## config.mk

```make
export PLATFORM = sky130hd
export DESIGN_NAME = sdspi_block_writer
export DESIGN_NICKNAME = d
export VERILOG_FILES = /design/src/rtl/sdw_pkg.sv /design/src/rtl/sdw_crc16.sv /design/src/rtl/sdw_dnctr.sv /design/src/rtl/sdw_poll_ctr.sv /design/src/rtl/sdspi_block_writer.sv
export SDC_FILE = /design/constraint.sdc
export NUM_CORES = 1
export LEC_CHECK = 0
export BUFFER_PORTS_ARGS = -buffer_cell sky130_fd_sc_hd__buf_2
export CAP_MARGIN = 15
export CORE_MARGIN = 5
export CORE_UTILIZATION = 34
export DETAILED_ROUTE_END_ITERATION = 8
export PLACE_DENSITY = 0.61
export RECOVER_POWER = 50
export SLEW_MARGIN = 20
export SYNTH_ARGS = -nofsm -noshare
export SYNTH_HDL_FRONTEND = slang
export SYNTH_SLANG_ARGS = --single-unit
export TNS_END_PERCENT = 30
```

## constraint.sdc

```tcl
create_clock -name clk -period 2.3 [get_ports clk]
set_input_delay 0.46 -clock clk [delete_from_list [all_inputs] [get_ports clk]]
set_output_delay 0.46 -clock clk [all_outputs]
set_load 0.02 [all_outputs]
```

## src/rtl/sdw_pkg.sv

```systemverilog
package sdw_pkg;
   typedef enum logic [3:0] {
      ST_IDLE, ST_FILL, ST_TOKEN, ST_DATA, ST_CRC_HI, ST_CRC_LO, ST_RESP,
      ST_BUSY, ST_STOP_FILL, ST_STOP_TOKEN, ST_STOP_BUSY, ST_FIN
   } sdw_state_e;

   localparam logic [1:0] RES_OK      = 2'b00;
   localparam logic [1:0] RES_REJECT  = 2'b01;
   localparam logic [1:0] RES_TIMEOUT = 2'b10;

   localparam logic [7:0] BYTE_IDLE   = 8'hFF;
   localparam logic [7:0] TOK_ONE     = 8'hFE;
   localparam logic [7:0] TOK_BURST   = 8'hFC;
   localparam logic [7:0] TOK_END     = 8'hFD;
   localparam logic [4:0] CODE_ACCEPT = 5'h05;

   // one byte through the CCITT polynomial, MSB first
   function automatic logic [15:0] crc_next(input logic [15:0] c, input logic [7:0] d,
                                            input logic [15:0] poly);
      logic [15:0] r;
      r = c;
      for (int i = 7; i >= 0; i--) begin
         if (r[15] ^ d[i]) r = {r[14:0], 1'b0} ^ poly;
         else              r = {r[14:0], 1'b0};
      end
      return r;
   endfunction
endpackage

```

## src/rtl/sdw_crc16.sv

```systemverilog
module sdw_crc16 #(
   parameter logic [15:0] POLY = 16'h1021
) (
   input  logic        clk,
   input  logic        rst_n,
   input  logic        clr,
   input  logic        en,
   input  logic [7:0]  din,
   output logic [15:0] crc
);
   always_ff @(posedge clk or negedge rst_n) begin
      if (!rst_n)   crc <= '0;
      else if (clr) crc <= '0;
      else if (en)  crc <= sdw_pkg::crc_next(crc, din, POLY);
   end
endmodule

```

## src/rtl/sdw_dnctr.sv

```systemverilog
module sdw_dnctr #(
   parameter int W = 16
) (
   input  logic         clk,
   input  logic         rst_n,
   input  logic         load,
   input  logic [W-1:0] ld_val,
   input  logic         dec,
   output logic         is_one
);
   logic [W-1:0] cnt;
   always_ff @(posedge clk or negedge rst_n) begin
      if (!rst_n)    cnt <= '0;
      else if (load) cnt <= ld_val;
      else if (dec)  cnt <= cnt - W'(1);
   end
   assign is_one = (cnt == W'(1));
endmodule

```

## src/rtl/sdw_poll_ctr.sv

```systemverilog
module sdw_poll_ctr #(
   parameter int LIMIT = 3_000_000,
   localparam int PW   = (LIMIT > 2) ? $clog2(LIMIT) : 1
) (
   input  logic clk,
   input  logic rst_n,
   input  logic clr,
   input  logic inc,
   output logic first,
   output logic last
);
   logic [PW-1:0] cnt;
   always_ff @(posedge clk or negedge rst_n) begin
      if (!rst_n)   cnt <= '0;
      else if (clr) cnt <= '0;
      else if (inc) cnt <= cnt + PW'(1);
   end
   assign first = (cnt == '0);
   assign last  = (cnt == PW'(LIMIT - 1));
endmodule

```

## src/rtl/sdspi_block_writer.sv

```systemverilog
module sdspi_block_writer
   import sdw_pkg::*;
#(
   parameter int SIZE_W     = 10,
   parameter int CNT_W      = 16,
   parameter int MAX_BLK    = 512,
   parameter int POLL_LIMIT = 3_000_000,
   parameter int RESP_TRIES = 8
) (
   input  logic              clk,
   input  logic              rst_n,
   input  logic              start,
   input  logic              multi,
   input  logic [CNT_W-1:0]  blk_count,
   input  logic [SIZE_W-1:0] blk_size,
   input  logic [7:0]        in_data,
   input  logic              in_valid,
   output logic              in_ready,
   output logic              xfer_req,
   output logic [7:0]        xfer_tx,
   input  logic              xfer_ack,
   input  logic [7:0]        xfer_rx,
   output logic              done,
   output logic [1:0]        err
);
   localparam int TRY_W = $clog2(RESP_TRIES + 1);

   if (MAX_BLK >= (1 << SIZE_W)) begin : g_bad_size
      $error("SIZE_W too narrow for MAX_BLK");
   end
   if (POLL_LIMIT < 2) begin : g_bad_poll
      $error("POLL_LIMIT must be at least 2");
   end
   if (RESP_TRIES < 1) begin : g_bad_tries
      $error("RESP_TRIES must be at least 1");
   end

   sdw_state_e        state;
   logic              multi_q;
   logic [SIZE_W-1:0] size_q;
   logic [TRY_W-1:0]  tries;
   logic              ack, launch;
   logic [7:0]        tx_next;
   logic [15:0]       crc;
   logic              blk_last, byte_last, poll_first, poll_last;
   logic              idle_go, busy_end;

   assign ack      = xfer_req & xfer_ack;
   assign in_ready = (state == ST_DATA) & ~xfer_req;
   assign done     = (state == ST_FIN);
   assign idle_go  = (state == ST_IDLE) & start;
   assign busy_end = ~poll_first & (xfer_rx == BYTE_IDLE);

   // which byte each state offers, and whether it can go now
   always_comb begin
      tx_next = BYTE_IDLE;
      launch  = 1'b0;
      unique case (state)
         ST_FILL, ST_RESP, ST_BUSY, ST_STOP_FILL, ST_STOP_BUSY: launch = ~xfer_req;
         ST_TOKEN:      begin launch = ~xfer_req; tx_next = multi_q ? TOK_BURST : TOK_ONE; end
         ST_STOP_TOKEN: begin launch = ~xfer_req; tx_next = TOK_END; end
         ST_CRC_HI:     begin launch = ~xfer_req; tx_next = crc[15:8]; end
         ST_CRC_LO:     begin launch = ~xfer_req; tx_next = crc[7:0]; end
         ST_DATA:       begin launch = in_ready & in_valid; tx_next = in_data; end
         default:       launch = 1'b0;
      endcase
   end

   sdw_crc16 u_crc (
      .clk(clk), .rst_n(rst_n),
      .clr(ack && state == ST_TOKEN),
      .en(launch && state == ST_DATA),
      .din(in_data), .crc(crc)
   );

   sdw_dnctr #(.W(CNT_W)) u_blk_ctr (
      .clk(clk), .rst_n(rst_n),
      .load(idle_go), .ld_val(blk_count),
      .dec(ack && state == ST_BUSY && busy_end),
      .is_one(blk_last)
   );

   sdw_dnctr #(.W(SIZE_W)) u_byte_ctr (
      .clk(clk), .rst_n(rst_n),
      .load(ack && state == ST_TOKEN), .ld_val(size_q),
      .dec(ack && state == ST_DATA),
      .is_one(byte_last)
   );

   sdw_poll_ctr #(.LIMIT(POLL_LIMIT)) u_poll (
      .clk(clk), .rst_n(rst_n),
      .clr(ack && (state == ST_RESP || state == ST_STOP_TOKEN)),
      .inc(ack && (state == ST_BUSY || state == ST_STOP_BUSY)),
      .first(poll_first), .last(poll_last)
   );

   always_ff @(posedge clk or negedge rst_n) begin
      if (!rst_n) begin
         state    <= ST_IDLE;
         xfer_req <= 1'b0;
         xfer_tx  <= BYTE_IDLE;
         err      <= RES_OK;
         multi_q  <= 1'b0;
         size_q   <= '0;
         tries    <= '0;
      end else begin
         if (launch) begin
            xfer_req <= 1'b1;
            xfer_tx  <= tx_next;
         end else if (ack) begin
            xfer_req <= 1'b0;
         end
         unique case (state)
            ST_IDLE: if (start) begin
               err     <= RES_OK;
               multi_q <= multi;
               size_q  <= blk_size;
               if (blk_count == '0) state <= multi ? ST_STOP_FILL : ST_FIN;
               else                 state <= ST_FILL;
            end
            ST_FILL:       if (ack) state <= ST_TOKEN;
            ST_TOKEN:      if (ack) state <= ST_DATA;
            ST_DATA:       if (ack && byte_last) state <= ST_CRC_HI;
            ST_CRC_HI:     if (ack) state <= ST_CRC_LO;
            ST_CRC_LO:     if (ack) begin state <= ST_RESP; tries <= '0; end
            ST_RESP: if (ack) begin
               if (!xfer_rx[4]) begin
                  if (xfer_rx[4:0] == CODE_ACCEPT) state <= ST_BUSY;
                  else begin err <= RES_REJECT; state <= ST_FIN; end
               end else if (tries == TRY_W'(RESP_TRIES - 1)) begin
                  err <= RES_REJECT; state <= ST_FIN;
               end else begin
                  tries <= tries + TRY_W'(1);
               end
            end
            ST_BUSY, ST_STOP_BUSY: if (ack) begin
               if (busy_end) begin
                  if (state == ST_STOP_BUSY) state <= ST_FIN;
                  else if (!blk_last)        state <= ST_FILL;
                  else                       state <= multi_q ? ST_STOP_FILL : ST_FIN;
               end else if (poll_last) begin
                  err <= RES_TIMEOUT; state <= ST_FIN;
               end
            end
            ST_STOP_FILL:  if (ack) state <= ST_STOP_TOKEN;
            ST_STOP_TOKEN: if (ack) state <= ST_STOP_BUSY;
            ST_FIN:        state <= ST_IDLE;
            default:       state <= ST_IDLE;
         endcase
      end
   end
endmodule

```

---- Yosys cells after proc, flatten, opt, wreduce, memory -nomap -nowiden ----
Cells that the tools add are included.
operators by class
  add/sub/neg operators ................... 4
  $mul .................................... 0
  divide/modulo/power cells ............... 0
  $lt $le $gt $ge ......................... 0
  equality and inequality tests ........... 34
  shifts and indexed selects .............. 0
  muxes and demuxes ....................... 70
  bitwise gates (word level) .............. 23
  reduce and logical (&&, ||, !) cells .... 26
operator list
  kind                                                                    count
  16-bit two-way mux                                                      18
  13-bit two-way mux                                                      8
  4-bit two-way mux                                                       22
  22-bit two-way mux                                                      2
  4-bit one-hot mux with 10 select lines                                  1
  8-bit one-hot mux with 5 select lines                                   1
  2-bit inequality test, second input constant                            13
  3-bit NOT                                                               8
  22-bit by 1-bit adder with 22-bit output, second input constant         1
  22-bit equality test, second input constant                             1
  22-bit zero test                                                        1
  2-bit two-way mux                                                       11
  4-bit by 3-bit equality test with 1-bit output, second input constant   5
  10-bit two-way mux                                                      2
  16-bit by 1-bit equality test with 1-bit output, second input constant  1
  4-bit equality test, second input constant                              4
  16-bit zero test                                                        1
  16-bit by 1-bit subtractor with 16-bit output, second input constant    1
  12-bit AND reduction                                                    1
  2-bit nonzero test                                                      6
  10-bit by 1-bit equality test with 1-bit output, second input constant  1
  10-bit by 1-bit subtractor with 10-bit output, second input constant    1
  9-bit OR reduction                                                      1
  4-bit by 2-bit equality test with 1-bit output, second input constant   2
  22 further kinds                                                        44
word-level totals
  flip-flop bits (word level) ............. 94
  latch bits .............................. 0
  memory bits (writable) .................. 0
  bits in read-only memories .............. 0
  input bits .............................. 48
  output and inout port bits .............. 13
  logic and storage cells ................. 168
  memories ................................ 0

---- Depth between registers and ports, before layout ----
Gate-level depths: netlist (run 1).
  word-level depth ........................ 35
  mapped depth ............................ 9
  gate-level depth less buffers ........... 8

---- Cells and area by module ----
Synthesis (run 1) repeated with hierarchy kept, for this count alone.
unflattened totals
  cell total of the unflattened synthesis .. 604
  area total of the unflattened synthesis .. 5808.1 um^2
by module, submodules not included
  module                  times used  cells an instance  area an instance (um^2)  seq. area each (um^2)
  sdspi_block_writer      1           213                1973.1                   760.7
  sdw_poll_ctr            1           144                1278.7                   550.5
  sdw_crc16               1           79                 1043.5                   400.4
  sdw_dnctr (u_blk_ctr)   1           101                920.9                    400.4
  sdw_dnctr (u_byte_ctr)  1           67                 591.8                    250.2

---- Least setup slack after synthesis (run 1) ----
Ideal clock, no wire load.
  path type ............................... flip-flop to flip-flop
  from .................................... reg state[2]
  to ...................................... reg u_crc.crc[3]
  library setup time ...................... 0.135 ns
  data arrival time ....................... 2.145 ns
  data required time ...................... 2.165 ns
  setup slack ............................. 0.020 ns
  cell stages (with the launch flop) ...... 8
  buffers on the path ..................... 3
  clock period less this slack ............ 2.280 ns
  cell sequence ........................... dfrtp_1 > buf_2 > buf_2 > nor4_1 > nand2_1 > clkbuf_1 > nand3_1 > o21ai_0
between the ends
  word-level cells in the longest chain between the ends .. 6
  elaborated cells between the ends (all ways) .. 18
  those cells by class .................... eq/ne: 10; mux: 2; bitwise: 2; reduce/logical: 4
ends and longest elaborated chain
  element                                         RTL line                   text
  start: declaration                              sdspi_block_writer.sv:38   sdw_state_e state;
  start signal: assignment                        sdspi_block_writer.sv:118  if (blk_count == '0) state <= multi ? ST_STOP_FILL : ST_FIN;
  start signal: assignment                        sdspi_block_writer.sv:140  else state <= multi_q ? ST_STOP_FILL : ST_FIN;
  4-bit by 2-bit equality test with 1-bit output  sdspi_block_writer.sv:49   assign in_ready = (state == ST_DATA) & ~xfer_req;
  1-bit bitwise AND                               sdspi_block_writer.sv:49
  net in_ready                                    sdspi_block_writer.sv:18   output logic in_ready,
  1-bit bitwise AND                               sdspi_block_writer.sv:64   ST_DATA: begin launch = in_ready & in_valid; tx_next = in_data; end
  1-bit one-hot mux with 2 select lines           sdspi_block_writer.sv:58   unique case (state)
  1-bit logical AND                               sdspi_block_writer.sv:72   .en(launch && state == ST_DATA),
  2-bit nonzero test (no source line)             --
  end signal: assignment                          sdw_crc16.sv:14            else if (en) crc <= sdw_pkg::crc_next(crc, din, POLY);
  end: declaration                                sdw_crc16.sv:9             output logic [15:0] crc
The timed path passes the listed nets, and every way through them passes these cells.
A chain may end at the register's enable or synchronous reset.

---- Final worst setup path (run 1) ----
  from .................................... reg state[3]
  to ...................................... out in_ready
between the ends
  word-level cells in the longest chain between the ends .. 2
ends and longest elaborated chain
  element                                         RTL line
  4-bit by 2-bit equality test with 1-bit output  sdspi_block_writer.sv:49
  1-bit bitwise AND                               sdspi_block_writer.sv:49
  end: declaration                                sdspi_block_writer.sv:18
No other way between the ends.

==> results.ini, run 1 <==
[status]
outcome = finished clean

[run]
drv_cap = 0

[worst_setup_path]
criticalPathCategory = reg -> out
critPathLaunchType = flip-flop
crit_top_cell = buf_4
worstPathRequired_ns = 1.84
cp_num_buf_inv = 4
rr_endpoint = state[1]$_DFFE_PN0P_
r2r_start = state[2]$_DFFE_PN0P_
crit_chain = buf_4 > buf_4 > nor4_2 > buf_4 > buf_2
path_max_fanout = 8
cpPeakStageDelay_ns = 0.46
setup.worst_path.end_class = output port
rrSetupSlack_ns = 0.08
cp_top_family = buffers and inverters
ff2ff_path_depth = 7
critPathArrivalTime_ns = 1.78
crit_slowest_cell = dfrtp_2

[floorplan]
placement_rows = 46
die_w_um = 136.0
die_y_um = 136.0
pin_count = 61
start_util_pct = 34.34
die_area_um2 = 18490
core_area_um2 = 15710

[synthesis]
syn_inst = 612
yosys_register_bits = 94
synth_edf_count = 0
synthTopCellsByArea = dfrtp_1 40%, nand2_1 5.4%, xnor2_1 4.7%, nor2_1 4.0%, dfstp_2 3.9%
synth_area_um2 = 5395
seq_area_frac_synth_pct = 43.78
syn-num-nets = 667
ys.flop_type = dfrtp_1
async_flop_share_pct = 100.0
synth_top_cell_by_area = dfrtp_1
synth_cell_types = 72
ys_warn_count = 0
synth_area_per_cell_um2 = 8.816
synth_top_area_share_pct = 39.89

[detailed_routing]
routedWlPerCell_um = 14.94
ant_nets = 0
drt_iter0_drc = 260
vias = 4723
wl_um = 13570
drc = 0
viasPerCell = 5.202
firstDrtPassIters = 5

[sta]
hold_violations = 0
tightest_slew_ns = 0.8223
skew_ns = 0.006671
maxSlewHeadroom_pct = 45.18
fmax_mhz = 447.4
worst_slack_ns = 0.06490
rsz0062_at_grt = yes
maxSlewViolCount = 0
setup_viol = 0
post-route-min-period_ns = 2.235
min_period_over_period_pct = 97.18

[grt]
grt_use_total_pct = 15.30
grt_pass1_wl_um = 22900
grt_max_degree = 59
grt_pass1_vias = 4666
overflow = 0
antenna_found_initial = 0

[clocking]
cts_tree = built
path_clk_slew_ns = 0.07
clock_latency_ns = 0.35
cts_sinks = 94
cts_inserted_buffers = 9
clock_path_buffers = 2
htreeDepth = 3
root_buffer = clkbuf_16

[worst_hold_path]
min_from = blk_size[6]
hold_path_class = in -> reg
min_to = size_q[6]$_DFFE_PN0P_
whs_path_depth = 3

[placement]
place.gp.congestion = 0.8371
port_buffers = 60
dp_worst_setup_slack_ns = -0.01050
dp_hpwl_um = 10130
dp.cells = 889

[final_layout]
multi_input_area_um2 = 2902
area_growth_pct = 19.97
nFillCells = 1564
drive_above_1_share_pct = 19.80
regArea_um2 = 2365
stdcell_count = 908
antenna_cells = 0
final_util_pct = 41.19
final_nets = 742

[power_and_ir_drop]
power_mw = 7.737
ir_drop_mv = 0.5131
power.leakage_nw = 2.774
power_density_nw_per_um2 = 1195

==> how the worst max path moves through the flow <==
stage,startpoint,endpoint,slack [ns],cells past startpoint
finish,state[3]$_DFFE_PN0P_,in_ready,0.06,5
global route,u_blk_ctr.cnt[6]$_DFFE_PN0P_,u_blk_ctr.cnt[11]$_DFFE_PN0P_,-0.03,6
CTS,u_poll.cnt[11]$_DFFE_PN0P_,u_blk_ctr.cnt[11]$_DFFE_PN0P_,0.001,7
detailed placement,state[3]$_DFFE_PN0P_,state[0]$_DFFE_PN0P_,-0.01,7
global placement,u_poll.cnt[13]$_DFFE_PN0P_,u_blk_ctr.cnt[11]$_DFFE_PN0P_,0.06,7
floorplan,state[2]$_DFFE_PN0P_,u_crc.crc[3]$_DFFE_PN0P_,0.02,7
==> registers in the layout (all words and copies together) (netlist names) <==
| name | flops |
|---|---|
| u_byte_ctr.cnt | 10 |
| u_poll.cnt | 22 |
| size_q | 10 |
| tries | 4 |
| err | 2 |
| multi_q | 1 |
| xfer_req | 1 |
| u_blk_ctr.cnt | 16 |
| state | 4 |
| u_crc.crc | 16 |
| xfer_tx | 8 |
==> what timing repair did <==
item	CTS	global route
hold buffers	1	0
resized for setup	3	8
setup endpoints to repair	4	21
gates cloned	0	0
hold endpoints to repair	4	0
pin swaps	0	3
buffers inserted	0	2
==> final cells by class <==
class	instances	share of cell area (%)
clock buffers	12	3.963
flip-flops and latches	94	36.54
repair buffers	98	9.279
well taps	216	4.176
clock inverters	4	0.3480
multi-input cells	469	44.83
inverters	15	0.8699
==> worst min-delay path, stage by stage <==
cell,delay (ns)
buf_2,0.07
nand2_1,0.04
nand2_1,0.04
==> cell usage in the layout, fill, tap and decap left out, drive strengths merged, types with 4 or more instances in the layout <==
| master | n |
|---|---|
| a21oi | 40 |
| a22o | 6 |
| a22oi | 7 |
| and2 | 5 |
| buf | 91 |
| clkbuf | 18 |
| dfrtp | 86 |
| dfstp | 8 |
| ha | 7 |
| inv | 15 |
| mux2 | 6 |
| nand2 | 78 |
| nand2b | 4 |
| nand3 | 36 |
| nand4 | 13 |
| nor2 | 57 |
| nor2b | 9 |
| nor3 | 18 |
| nor4 | 16 |
| o211ai | 10 |
| o21ai | 42 |
| o22ai | 7 |
| o311ai | 5 |
| or3 | 6 |
| or4 | 6 |
| xnor2 | 29 |
| xor2 | 19 |
==> routing by layer <==
layer | wire, um | track usage (%)
met2 | 6042 | 23.09
met5 | 0 | 0
met3 | 714 | 3.368
met1 | 6562 | 21.64
met4 | 250 | 5.431
==> cells by family (layout without fill, tap and decap cells) <==
logic type	Yosys count	count (layout)	synth area share [%]
flip-flops	94	94	43.78
buffers and inverters	49	129	3.664
XOR/XNOR	48	48	7.792
AND/OR/NAND/NOR	265	265	24.77
multiplexers	8	8	1.693
adder cells (fa/ha/maj)	7	7	1.623
AO/OA/AOI/OAI	141	141	16.67
==> stage by stage <==
step	cell area, um2	TNS, ns	hold slack (ns)
after floorplan	5395	0	0.1644
after global placement	6126	0	0.2980
after detailed placement	6126	-0.02057	0.2995
after CTS	6435	0	0.2739
after global routing	6472	-0.1206	0.2884
final	6472	0	0.2882
==> report_power, final <==
group | total, mW | internal, mW | switching (mW)
Clock | 1.42 | 0.786 | 0.635
Sequential | 2.83 | 2.27 | 0.554
Combinational | 3.49 | 1.53 | 1.96
Total | 7.74 | 4.59 | 3.15
==> synthesized netlist by cell type, types with 7 or more instances <==
master and instances:
ha_1 7, a21oi_1 39, buf_2 8, nand2_1 77, o22ai_1 7, o21ai_0 29, nand4_1 13, inv_1 15
xnor2_1 29, dfrtp_1 86, xor2_1 19, nand3_1 36, clkbuf_1 23, a22oi_1 7, dfstp_2 8, nor2b_1 9
nor2_1 57, nor3_1 17, o211ai_1 9, nor4_1 13, o21ai_1 13
(Power assumes the default switching activity.)
==> inputs of run 2 (changes only) <==
--- a/config.mk
+++ b/config.mk
@@ -8,9 +8,9 @@
 export BUFFER_PORTS_ARGS = -buffer_cell sky130_fd_sc_hd__buf_2
 export CAP_MARGIN = 15
 export CORE_MARGIN = 5
-export CORE_UTILIZATION = 34
+export CORE_UTILIZATION = 37
 export DETAILED_ROUTE_END_ITERATION = 8
-export PLACE_DENSITY = 0.61
+export PLACE_DENSITY = 0.65
 export RECOVER_POWER = 50
 export SLEW_MARGIN = 20
 export SYNTH_ARGS = -nofsm -noshare
==> results.ini, run 2 (synthesis gave the netlist of run 1 again) <==
[power_and_ir_drop]
power_mw = 7.667
sequentialPowerShare_pct = 37.1
ir_drop_mv = 0.5143
pwr-share-comb_pct = 44.7
p_switching_mw = 3.126
p_sw_share_pct = 40.77
power.leakage_nw = 2.773
internal_power_mw = 4.541
p_clk_share_pct = 18.1
power_density_nw_per_um2 = 1199

[detailed_routing]
drc = 0
routedWlPerCell_um = 15.49
drt_iter0_drc = 280
ant_nets = 0
vias = 4810
wl_um = 13570
firstDrtPassIters = 5
viasPerCell = 5.491

[sta]
fmax_mhz = 448.3
setup_viol = 0
hold_violations = 0
skew_ns = 0.004793
maxSlewViolCount = 0
post-route-min-period_ns = 2.231
tightest_slew_ns = 1.425
maxSlewHeadroom_pct = 5.020
setup_tns_ns = 0
min_period_over_period_pct = 96.99
worst_slack_ns = 0.06917

[worst_setup_path]
crit_chain = nor4_1 > nand4_1 > o211ai_4 > buf_12 > and3b_1 > xnor2_1 > o21ai_1
critPathLaunchType = flip-flop
cpPeakStageDelay_ns = 0.44
setup.worst_path.end_class = flip-flop
rrSetupSlack_ns = 0.07
criticalPathCategory = reg -> reg
cp_top_family = simple AND/OR/NAND/NOR gates
path_max_fanout = 15
crit_slowest_cell = dfrtp_1
cp_num_buf_inv = 1
worstPathRequired_ns = 2.53
critPathArrivalTime_ns = 2.46

[placement]
dp_hpwl_um = 10040
port_buffers = 60
place.gp.congestion = 0.8832
dp_worst_setup_slack_ns = 0.002343
placed_cell_area_um2 = 6113

[grt]
grt_max_degree = 44
grt_pass1_wl_um = 22760
grt_use_total_pct = 16.67
grt_pass1_vias = 4644
overflow = 0
antenna_found_initial = 0

[floorplan]
core_area_um2 = 14420
start_util_pct = 37.40
pin_count = 61
die_w_um = 130.8
placement_rows = 44
die_y_um = 130.8
die_area_um2 = 17100

[final_layout]
drive_above_1_share_pct = 19.80
final_util_pct = 44.34
area_growth_pct = 18.55
fin_area_um2 = 6396
nFillCells = 1433
layout_commonest_cell = dfrtp_1
largest_reg_flops = 22
regMostFlops = u_poll.cnt
antenna_cells = 0
largest_registers = u_poll.cnt: 22 flops, u_blk_ctr.cnt: 16 flops, u_crc.crc: 16 flops
final_nets = 742
final_cell_mix = 82 x dfrtp_1, 76 x nand2_1, 57 x nor2_1

[clocking]
cts_inserted_buffers = 9
path_clk_slew_ns = 0.06
cts_sinks = 94
clock_latency_ns = 0.35
root_buffer = clkbuf_16
clock_path_buffers = 2
hold_buffers = 0
cts_tree = built
htreeDepth = 3

[run]
drv_cap = 0

[worst_hold_path]
hold_path_class = in -> reg

[status]
outcome = finished clean

run 2: layer usage:
layer	wire length [um]	global-route usage [%]
met4	252	6.594
met5	0	0
met2	6173	25.37
met3	671	2.602
met1	6473	23.85
run 2: metrics by stage:
stage,hold WS [ns],cells
finish,0.2936,876
global route,0.2965,876
CTS,0.02129,875
detailed placement,0.3991,859
global placement,0.3958,859
floorplan,0.1644,612
run 2: final timing paths:
path                                            startpoint                            end  depth (start not counted)
worst max register to register  u_poll.cnt[18]$_DFFE_PN0P_  u_blk_ctr.cnt[15]$_DFFE_PN0P_                          7
max in group asynchronous                            rst_n      u_crc.crc[13]$_DFFE_PN0P_                          2
worst max-delay path            u_poll.cnt[18]$_DFFE_PN0P_  u_blk_ctr.cnt[15]$_DFFE_PN0P_                          7
min in group asynchronous                            rst_n   u_blk_ctr.cnt[1]$_DFFE_PN0P_                          1
worst min-delay path                           blk_size[6]          size_q[6]$_DFFE_PN0P_                          3
worst min register to register       size_q[8]$_DFFE_PN0P_          size_q[8]$_DFFE_PN0P_                          2
run 2: cell type report:
cell class | instances | area [um2] | area share [%]
Clock buffer | 11 | 242.7 | 3.795
Clock inverter | 5 | 25.02 | 0.3912
Inverter | 15 | 56.30 | 0.8803
Multi-Input combinational cell | 469 | 2874 | 44.93
Sequential cell | 94 | 2367 | 37.01
Tap cell | 184 | 230.2 | 3.599
Timing Repair Buffer | 98 | 600.6 | 9.390
run 2: power groups by stage:
stage	registers [mW]	clock network, mW	logic (mW)
after floorplan	2.76	0	2.45
after global placement	2.82	0	3.30
after detailed placement	2.85	0	3.40
after CTS	2.82	1.41	3.42
after global routing	2.94	1.49	3.87
final	2.85	1.39	3.43
run 2: repair_timing:
action                     4_1_cts  5_1_grt
setup buffers                    0        1
setup endpoints to repair        0       17
hold endpoints to repair         0        0
gates resized for setup          0        9
run 2: worst min-delay path, stage by stage:
cell and delay, ns:
buf_2 0.08, nand2_1 0.04, nand2_1 0.04
==> inputs of run 3 (changes only) <==
--- a/config.mk
+++ b/config.mk
@@ -12,6 +12,7 @@
 export DETAILED_ROUTE_END_ITERATION = 8
 export PLACE_DENSITY = 0.65
 export RECOVER_POWER = 50
+export SETUP_SLACK_MARGIN = 0.2
 export SLEW_MARGIN = 20
 export SYNTH_ARGS = -nofsm -noshare
 export SYNTH_HDL_FRONTEND = slang
==> results.ini, run 3 (synthesis gave the netlist of run 1 again) <==
[status]
outcome = finished, violations left
violations = capacitance limit, slew limit

[final_layout]
antenna_cells = 0
nFillCells = 1427
largest_registers = u_poll.cnt: 22 flops, u_blk_ctr.cnt: 16 flops, u_crc.crc: 16 flops
regMostFlops = u_poll.cnt
largest_reg_flops = 22
stdcell_count = 887
final_cell_mix = 82 x dfrtp_1, 76 x nand2_1, 57 x nor2_1
drive_above_1_share_pct = 23.61
fin_area_um2 = 6671
final_util_pct = 46.25
layout_commonest_cell = dfrtp_1
area_growth_pct = 23.65
final_nets = 753
regArea_um2 = 2367
multi_input_area_um2 = 2995

[detailed_routing]
routedWlPerCell_um = 15.36
wl_met2_um = 6228
firstDrtPassIters = 5
viasPerCell = 5.457
met1Wirelength_um = 6626
drc = 0
vias = 4840
drt_iter0_drc = 301
wl_met3_um = 564
ant_nets = 0
wl_um = 13630
routed.top_layer = met4

[worst_setup_path]
critPathArrivalTime_ns = 2.43
r2r_start = u_poll.cnt[13]$_DFFE_PN0P_
crit_chain = or4_4 > or2_4 > buf_4 > o21ai_4 > a21oi_2 > nand2_2 > mux2_1
rrSetupSlack_ns = 0.09
criticalPathCategory = reg -> reg
path_max_fanout = 4
cpPeakStageDelay_ns = 0.56
cp_top_family = simple AND/OR/NAND/NOR gates
rr_endpoint = state[3]$_DFFE_PN0P_
setup.worst_path.end_class = flip-flop
worstPathRequired_ns = 2.52
crit_slowest_cell = or4_4
cp_num_buf_inv = 1
ff2ff_path_depth = 7
critPathLaunchType = flip-flop

[sta]
hold_violations = 0
maxSlewHeadroom_pct = -10.40
setup_viol = 0
setup_tns_ns = 0
skew_ns = 0.007957
holdWs_ns = 0.3016
fmax_mhz = 452.9
worst_slack_ns = 0.09183
rsz0062_at_grt = yes
min_period_over_period_pct = 96.01
maxSlewViolCount = 29
post-route-min-period_ns = 2.208
tightest_slew_ns = 1.656

[power_and_ir_drop]
power.leakage_nw = 2.881
p_sw_share_pct = 39.56
power_mw = 8.175
power_density_nw_per_um2 = 1225
pwr-share-comb_pct = 45.7
p_clk_share_pct = 19.5
ir_drop_mv = 0.4406
sequentialPowerShare_pct = 34.9
internal_power_mw = 4.941
p_switching_mw = 3.234

[floorplan]
die_w_um = 130.8
core_area_um2 = 14420
pin_count = 61
die_area_um2 = 17100
die_y_um = 130.8
placement_rows = 44
start_util_pct = 37.40

[clocking]
cts_inserted_buffers = 9
cts_tree = built
root_buffer = clkbuf_16
cts_sinks = 94
htreeDepth = 3
clock_path_buffers = 2
clock_latency_ns = 0.34
path_clk_slew_ns = 0.06

[placement]
place.gp.congestion = 0.8651
port_buffers = 60
dp_hpwl_um = 9959
placed_cell_area_um2 = 6092
dp.cells = 857
dp_worst_setup_slack_ns = 0.03093

[worst_hold_path]
hold_path_class = in -> reg
min_to = size_q[6]$_DFFE_PN0P_
min_from = blk_size[6]
whs_path_depth = 3

[grt]
grt_use_total_pct = 16.44
grt_pass1_vias = 4787
grt_pass1_wl_um = 22890
antenna_found_initial = 0
overflow = 0
grt_max_degree = 43

[run]
drv_cap = 1

-- run 3: cell types whose count changed in the layout (fill, tap and decap cells not counted), moves of 3 or more --
cell | before | now
buf_6 | 0 | 4
clkinv_2 | 5 | 2
nand3_1 | 36 | 33
buf_4 | 34 | 43
nand3_2 | 0 | 3
-- run 3: worst max-delay path by stage --
stage | slack [ns] | start | cells past startpoint | to
6_report | 0.09 | u_poll.cnt[13]$_DFFE_PN0P_ | 7 | state[3]$_DFFE_PN0P_
4_1_cts | 0.14 | u_poll.cnt[13]$_DFFE_PN0P_ | 6 | u_blk_ctr.cnt[6]$_DFFE_PN0P_
2_1_floorplan | 0.21 | u_poll.cnt[13]$_DFFE_PN0P_ | 6 | state[0]$_DFFE_PN0P_
5_1_grt | 0.02 | u_poll.cnt[0]$_DFFE_PN0P_ | 11 | u_blk_ctr.cnt[5]$_DFFE_PN0P_
3_5_place_dp | 0.03 | u_poll.cnt[13]$_DFFE_PN0P_ | 6 | u_blk_ctr.cnt[6]$_DFFE_PN0P_
3_3_place_gp | 0.08 | u_poll.cnt[11]$_DFFE_PN0P_ | 7 | u_blk_ctr.cnt[15]$_DFFE_PN0P_
-- run 3: repair_timing --
item / in CTS / in global routing
buffers inserted: 5 / 9
resized for setup: 9 / 32
pin swaps: 4 / 10
hold buffers: 0 / 0
endpoints found under the setup margin: 20 / 63
-- run 3: power groups by stage --
stage | Combinational (mW) | Clock (mW) | Sequential (mW)
after floorplan | 2.46 | 0 | 2.76
after global placement | 3.28 | 0 | 2.82
after detailed placement | 3.39 | 0 | 2.86
after CTS | 3.50 | 1.63 | 2.83
after global routing | 4.17 | 1.71 | 2.92
final | 3.73 | 1.59 | 2.85
-- run 3: routing by layer --
layer	vias to the layer above	global-route usage, %
met5	-	0
met4	0	4.961
met3	14	2.805
met2	130	25.04
met1	2324	24.01
li1	2372	-
-- run 3: layout make-up --
| cell class | instances | share of cell area, % |
|---|---|---|
| clock inverter | 4 | 1.050 |
| timing repair buffer | 109 | 10.58 |
| multi-input combinational | 469 | 44.90 |
| tap | 184 | 3.451 |
| inverter | 15 | 0.8440 |
| sequential | 94 | 35.48 |
| clock buffer | 12 | 3.695 |
-- run 3: worst reg2reg max path: stages (launching register included) --
cell and delay, ns:
dfrtp_1 0.39, or4_4 0.56, or2_4 0.29, buf_4 0.15, o21ai_4 0.15, a21oi_2 0.09, nand2_2 0.13, mux2_1 0.33
